File: config.mk
export PLATFORM = sky130hd
export DESIGN_NAME = sct_regbank
export DESIGN_NICKNAME = d
export VERILOG_FILES = /design/src/rtl/sct_regbank.sv
export SDC_FILE = /design/constraint.sdc
export NUM_CORES = 2
export LEC_CHECK = 0
export CAP_MARGIN = 15
export CELL_PAD_IN_SITES_DETAIL_PLACEMENT = 1
export CELL_PAD_IN_SITES_GLOBAL_PLACEMENT = 1
export CORE_MARGIN = 1.5
export CORE_UTILIZATION = 47
export CTS_BUF_LIST = sky130_fd_sc_hd__clkbuf_8
export CTS_CLUSTER_DIAMETER = 200
export DETAILED_ROUTE_END_ITERATION = 10
export GPL_ROUTABILITY_DRIVEN = 1
export PLACE_DENSITY = 0.77
export RECOVER_POWER = 50
export SLEW_MARGIN = 20
export SYNTH_ARGS = -nofsm -noshare
export SYNTH_HDL_FRONTEND = slang
export SYNTH_SLANG_ARGS = --single-unit
export TNS_END_PERCENT = 30
File: constraint.sdc
create_clock -name clk -period 1.7 [get_ports clk]
set_clock_uncertainty 0.1 [all_clocks]
set_input_delay 0.51 -clock clk [delete_from_list [all_inputs] [get_ports clk]]
set_output_delay 0.51 -clock clk [all_outputs]
set_load 0.02 [all_outputs]
File: src/rtl/sct_regbank.sv
module sct_regbank #(
  parameter int AW = 16,
  parameter int DW = 32,
  parameter int ANA_BASE = 'h60,
  parameter int ANA_N = 12,
  parameter int CLK_N = 8,
  parameter int PMU_BASE = 'h200,
  parameter int PMU_N = 8,
  parameter int ID_ADDR = 'h800,
  parameter logic [31:0] ID_VALUE = 32'h0072_0010,
  parameter int LOCK_BIT = 31
) (
  input  logic          clk,
  input  logic          rst_n,
  input  logic          bus_valid,
  input  logic          bus_write,
  input  logic [AW-1:0] bus_addr,
  input  logic [DW-1:0] bus_wdata,
  output logic [DW-1:0] rd_data,
  output logic          rd_valid,
  output logic          id_wr_reject
);
  localparam int SLOT = 16;
  localparam int ANA_END = ANA_BASE + ANA_N * SLOT;
  localparam int PMU_END = PMU_BASE + PMU_N * SLOT;
  localparam logic [DW-1:0] LOCK = DW'(1) << LOCK_BIT;

  function automatic logic [DW-1:0] clk_init(int k);
    case (k)
      0: return DW'(32'h0000_2042);
      1: return DW'(32'h0060_302C);
      2: return DW'(32'h0000_2000);
      3: return DW'(32'h5260_5A56);
      4: return DW'(32'h5252_5216);
      5: return DW'(32'h0000_1FC0);
      6: return DW'(32'h0001_301B);
      7: return DW'(32'h0008_201B);
      default: return '0;
    endcase
  endfunction

  function automatic logic [DW-1:0] alias_op(logic [1:0] op, logic [DW-1:0] cur, logic [DW-1:0] wd);
    case (op)
      2'b00: return wd;
      2'b01: return cur | wd;
      2'b10: return cur & ~wd;
      default: return cur ^ wd;
    endcase
  endfunction

  logic [ANA_N-1:0][DW-1:0] ana_q;
  logic [PMU_N-1:0][DW-1:0] pmu_q;

  wire aligned = (bus_addr[1:0] == 2'b00);
  wire id_hit  = aligned && (bus_addr == AW'(ID_ADDR));
  wire ana_hit = aligned && !id_hit && (bus_addr >= AW'(ANA_BASE)) && (bus_addr < AW'(ANA_END));
  wire pmu_hit = aligned && !id_hit && (bus_addr >= AW'(PMU_BASE)) && (bus_addr < AW'(PMU_END));
  wire [AW-1:0] ana_off = bus_addr - AW'(ANA_BASE);
  wire [AW-1:0] pmu_off = bus_addr - AW'(PMU_BASE);
  wire [1:0] op = bus_addr[3:2];
  wire wr = bus_valid && bus_write;
  wire rd = bus_valid && !bus_write;

  for (genvar k = 0; k < ANA_N; k++) begin : g_ana
    localparam logic [DW-1:0] RST = (k < CLK_N) ? (clk_init(k) | LOCK) : '0;
    always_ff @(posedge clk or negedge rst_n)
      if (!rst_n) ana_q[k] <= RST;
      else if (wr && ana_hit && ana_off[AW-1:4] == (AW-4)'(k))
        ana_q[k] <= alias_op(op, ana_q[k], bus_wdata);
  end

  for (genvar k = 0; k < PMU_N; k++) begin : g_pmu
    always_ff @(posedge clk or negedge rst_n)
      if (!rst_n) pmu_q[k] <= '0;
      else if (wr && pmu_hit && pmu_off[AW-1:4] == (AW-4)'(k))
        pmu_q[k] <= alias_op(op, pmu_q[k], bus_wdata);
  end

  logic [DW-1:0] rd_next;
  always_comb begin
    rd_next = '0;
    if (id_hit) rd_next = ID_VALUE;
    for (int k = 0; k < ANA_N; k++)
      if (ana_hit && ana_off[AW-1:4] == (AW-4)'(k)) rd_next = ana_q[k];
    for (int k = 0; k < PMU_N; k++)
      if (pmu_hit && pmu_off[AW-1:4] == (AW-4)'(k)) rd_next = pmu_q[k];
  end

  always_ff @(posedge clk or negedge rst_n)
    if (!rst_n) begin
      rd_data      <= '0;
      rd_valid     <= 1'b0;
      id_wr_reject <= 1'b0;
    end else begin
      rd_valid     <= rd;
      id_wr_reject <= wr && id_hit;
      if (rd) rd_data <= rd_next;
    end
endmodule


==> impl_metrics.yaml, run 1 <==
timing:
  grt_repair_worst_endpoint: "rd_data[25]"
  endpoint_type: "top-level output"
floorplan:
  start_util_pct: 47.3
  num_rows: 136
  ios: 86
  fp.dieH_microns: 374
  die_x_microns: 374
synthesis:
  synth_top_family_by_area: "adder cells"
  synth_ff_type: "dfrtp_1"
  synth_common_cells: "1283 x ha_1, 995 x a21oi_1, 946 x a211oi_1"
  synth_nets: 8497
  synth_area_sq_um: 64800
  async_reset_ff_share_pct: 100
  synth_enable_flop_cells: 0
  synthTopCellsByArea: "ha_1 25%, dfrtp_1 24%, mux2_2 11%"
  yosysTopAreaCell: "ha_1"
  synthAdderAreaFrac_pct: 24.8
  synth-simple-area-share_pct: 5.24
  synthCells: 7162
  yosysTopAreaCellShare_pct: 24.8
  ys_types: 78
  ys_seq_area_share_pct: 26.1
  yosys_warnings: 0
  ys_ff_latch: 674
  synth-compound-area-share_pct: 23.9
  avgSynthCellArea_sq_um: 9.05
  synth_xor_area_share_pct: 0.0772
  synthMuxAreaShare_pct: 12.4
  yosys.cell_count.top_type: "ha_1"
outcome:
  haltStage: "global routing (5_1_grt)"
  status: "aborted with a tool error"
  tool.error: "[ERROR GRT-0232] Routing congestion too high. Check the congestion heatmap in the GUI."
global_route:
  overflow: 78
  grt_max_degree: 172
  antenna_found_initial: 73
  grt.total_usage_pct: 77.9
placement:
  routabilityCongestion: 0.944
  hpwl_microns: 176000
  pre_cts_slack_ns: -1.97
  dp_cells: 9195
  io_buffers: 85
clock_network:
  cts_buffers: 139
  cts-root-buf: "clkbuf_8"
  h-tree-depth: 4
  clock_sinks: 674
  clockBufferDepth: 3
==> per-stage QoR <==
step,setup TNS [ns],cell area (sq um)
detailed placement,-1130.80,75300
global placement,-1083.81,75300
floorplan,-503.61,66200
CTS,-178.42,81500
==> metal layers <==
metal	GRT overflow	global-route usage, %
met5	0	58.7
met4	30	75.7
met2	39	89.0
met3	4	69.9
met1	5	76.3
==> what timing repair did <==
action	in CTS
pin swaps	109
endpoints found under the setup margin	707
gates resized for setup	540
hold buffers	1
endpoints found under the hold margin	641
cloned	34
buffers inserted	93
==> logic make-up after synthesis <==
group,count (synthesis)
flops,674
xor+xnor,4
simple gates,778
buf+inv,1281
compound gates,2443
fa+ha+maj,1283
mux,699
==> run 2, diff against run 1 <==
==> config.mk (replaced) <==
export PLATFORM = sky130hd
export DESIGN_NAME = sct_regbank
export DESIGN_NICKNAME = d
export VERILOG_FILES = /design/src/rtl/sct_regbank.sv
export SDC_FILE = /design/constraint.sdc
export NUM_CORES = 2
export LEC_CHECK = 0
export CAP_MARGIN = 15
export CORE_MARGIN = 1.5
export CORE_UTILIZATION = 40
export DETAILED_ROUTE_END_ITERATION = 10
export GPL_ROUTABILITY_DRIVEN = 1
export PLACE_DENSITY_LB_ADDON = 0.15
export RECOVER_POWER = 50
export SLEW_MARGIN = 20
export SYNTH_ARGS = -nofsm -noshare
export SYNTH_HDL_FRONTEND = slang
export SYNTH_SLANG_ARGS = --single-unit
export TNS_END_PERCENT = 30
==> constraint.sdc (replaced) <==
create_clock -name clk -period 2.21 [get_ports clk]
set_clock_uncertainty 0.1 [all_clocks]
set_input_delay 0.663 -clock clk [delete_from_list [all_inputs] [get_ports clk]]
set_output_delay 0.663 -clock clk [all_outputs]
set_load 0.02 [all_outputs]
==> impl_metrics.yaml, run 2 <==
power:
  power_density_nw_per_um2: 420
  intPower_w: 0.0243
  power.net_switching_w: 0.0108
  power_frac_seq_pct: 35.4
  vdd_ir_drop_max_mv: 0.556
  p_comb_share_pct: 19.7
  p_clk_share_pct: 45.0
  swShare_pct: 30.8
  power_leakage_nw: 37.2
critical_path:
  critPathMaxFanout: 7
  r2r_cells: 5
  critPathSlowestCell: "or4_4"
  critPathBufInv: 6
  slowest_delay_ns: 0.58
  endpoint_kind: "register"
  cp.depth: 13
  critPathKind: "in2reg"
  required_ns: 2.78
  path_cells: "buf_8 > or4_4 > buf_6 > nor4_4 > buf_4 > buf_4 > buf_12 > buf_12 > nand3_4 > a41oi_2 > a221oi_2 > a31oi_1 > nand2b_1"
  cp.arrival_ns: 3.04
  cp-start-kind: "input pin"
  crit_family: "simple AND/OR/NAND/NOR gates"
clock_network:
  cts-root-buf: "clkbuf_16"
  cts_tree: "done"
  clock_latency_ns: 0.74
  cts_buffers: 92
  h-tree-depth: 3
  clockBufferDepth: 3
  clkSlewWorstSetupHoldPaths_ns: 0.06
  clock_sinks: 674
synthesis:
  synth_common_cells: "1283 x ha_1, 995 x a21oi_1, 946 x a211oi_1"
  synth_enable_flop_cells: 0
  synth_nets: 8497
  ys_types: 78
  synth_area_sq_um: 64800
  yosysTopAreaCell: "ha_1"
  yosysTopAreaCellShare_pct: 24.8
  synth_ff_type: "dfrtp_1"
  avgSynthCellArea_sq_um: 9.05
  ys_seq_area_share_pct: 26.1
  synthTopCellsByArea: "ha_1 25%, dfrtp_1 24%, mux2_2 11%"
  synthCells: 7162
  yosys_warnings: 0
  async_reset_ff_share_pct: 100
  yosys.cell_count.top_type: "ha_1"
  ys_ff_latch: 674
final_layout:
  layout_commonest_cell: "ha_1"
  synthToLayoutAreaGrowth_pct: 29.0
  final_core_util_pct: 52.0
  largest_reg_flops: 384
  top_register: "ana_q"
  reg.largest.list: "ana_q (384), pmu_q (256), rd_data (32)"
  fillers: 14400
  final_cell_mix: "1280 x ha_1, 845 x a21oi_1, 823 x a211oi_1"
  nets: 8930
  postLayoutCellArea_sq_um: 83600
  drive_gt1_share_pct: 30.4
global_route:
  grt.total_usage_pct: 30.0
  grt_pass1_vias: 57500
  grt_max_degree: 171
  grt_pass1_wl_microns: 377000
  antenna_found_initial: 11
  overflow: 0
timing:
  max-slew-margin-rel_pct: 14.0
  hold_viol: 0
  post-route-period-util_pct: 112
  rsz0062_at_grt: "true"
  setup_ws_ns: -0.263
  slew_violations: 0
  period_minus_slack_ns: 2.47
  max_freq_ghz: 0.404
  setup_viol: 548
  worst_pin_slew_ns: 1.29
detailed_routing:
  drc: 0
  viasPerCell: 6.00
  wl_per_cell_microns: 26.0
  drt-initial-drc-count: 5220
  drt_pre_antenna_iters: 6
  wl_microns: 255000
  num_vias: 59100
  final_antenna_net_count: 0
hold_path:
  hp-class: "reg2reg"
  whs_path_depth: 2
job:
  drv_cap: 0
floorplan:
  core_area_sq_um: 161000
  start_util_pct: 40.3
  ios: 86
  num_rows: 147
  die_x_microns: 406
  dieArea_sq_um: 164000
  fp.dieH_microns: 406
placement:
  routabilityCongestion: 0.913
  io_buffers: 85
  placed_cell_area_sq_um: 75400
  pre_cts_slack_ns: -1.67
  hpwl_microns: 162000
outcome:
  status: "finished, violations left"
  violations: "negative setup slack"
-- run 2: cell counts after synthesis --
Identical to the previous run, type by type.
-- run 2: power by group through the flow --
| stage | combinational (W) | clock (W) | sequential [W] |
|---|---|---|---|
| final | 0.00690 | 0.0158 | 0.0124 |
| after global routing | 0.00747 | 0.0165 | 0.0124 |
| after floorplan | 0.00372 | 0 | 0.0126 |
| after detailed placement | 0.00659 | 0 | 0.0126 |
| after CTS | 0.00674 | 0.0160 | 0.0124 |
| after global placement | 0.00640 | 0 | 0.0126 |
-- run 2: routing by layer --
layer / GRT usage [%] / wire length, microns / vias up
met3: 3.68 / 16400 / 453
li1: - / - / 26900
met2: 46.2 / 112000 / 1943
met4: 12.0 / 11900 / 2
met1: 42.4 / 115000 / 29800
met5: 0 / 13 / -
-- run 2: worst register-to-register path, delay by kind of cell, from the launching register on --
family,cells,cell delay [ns]
compound gates,2,0.62
mux,1,0.55
flops,1,0.42
buf+inv,1,0.22
simple gates,1,0.16
-- run 2: path summary, 6_finish.rpt --
path                                   start     endpoint  slack, ns
worst max-delay path            bus_addr[12]  rd_data[25]      -0.26
worst min-delay path               ana_q[31]    ana_q[31]       0.39
worst max register to register     ana_q[36]   rd_data[4]       0.02
worst min register to register     ana_q[31]    ana_q[31]       0.39
max in group asynchronous              rst_n   pmu_q[137]       0.06
min in group asynchronous              rst_n   ana_q[122]       0.69
-- run 2: kinds of logic (layout without fill, tap and decap cells) --
family	count (synthesis)	after routing	synth area share [%]
AOI/OAI and AO/OA	2443	2443	23.9
other	0	3	0
muxes	699	699	12.4
and+or+nand+nor	778	779	5.24
DFF	674	674	26.1
xor gates and xnor gates	4	4	0.0772
adders and majority gates	1283	1283	24.8
buffers and inverters	1281	1791	7.54
-- run 2: final cells by class --
type,instances,area (sq um),area share [%]
multi-input cells,5208,46400,55.5
well taps,2160,2700,3.23
flip-flops and latches,674,17000,20.3
diodes,3,7.51,0.00898
repair buffers,937,11900,14.2
clock inverters,30,292,0.349
inverters,682,2630,3.14
clock buffers,142,2780,3.33
-- run 2: timing repair --
item	4_1_cts	5_1_grt
setup buffers	110	31
setup endpoints to repair	707	691
cloned	36	16
pin swaps	106	126
hold endpoints to repair	152	0
resized for setup	471	367
hold buffers	1	0
-- run 2: through the flow --
stage | setup TNS (ns) | hold WS, ns | power (W) | instances
final | -56.07 | 0.387 | 0.0351 | 9836
after global routing | -90.16 | 0.423 | 0.0363 | 9833
after CTS | -42.24 | 0.275 | 0.0352 | 9806
after detailed placement | -965.44 | 0.381 | 0.0192 | 9492
after global placement | -945.67 | 0.373 | 0.0190 | 9489
after floorplan | -263.47 | 0.267 | 0.0163 | 7162
Note: power is estimated with default switching activity, not from simulation.
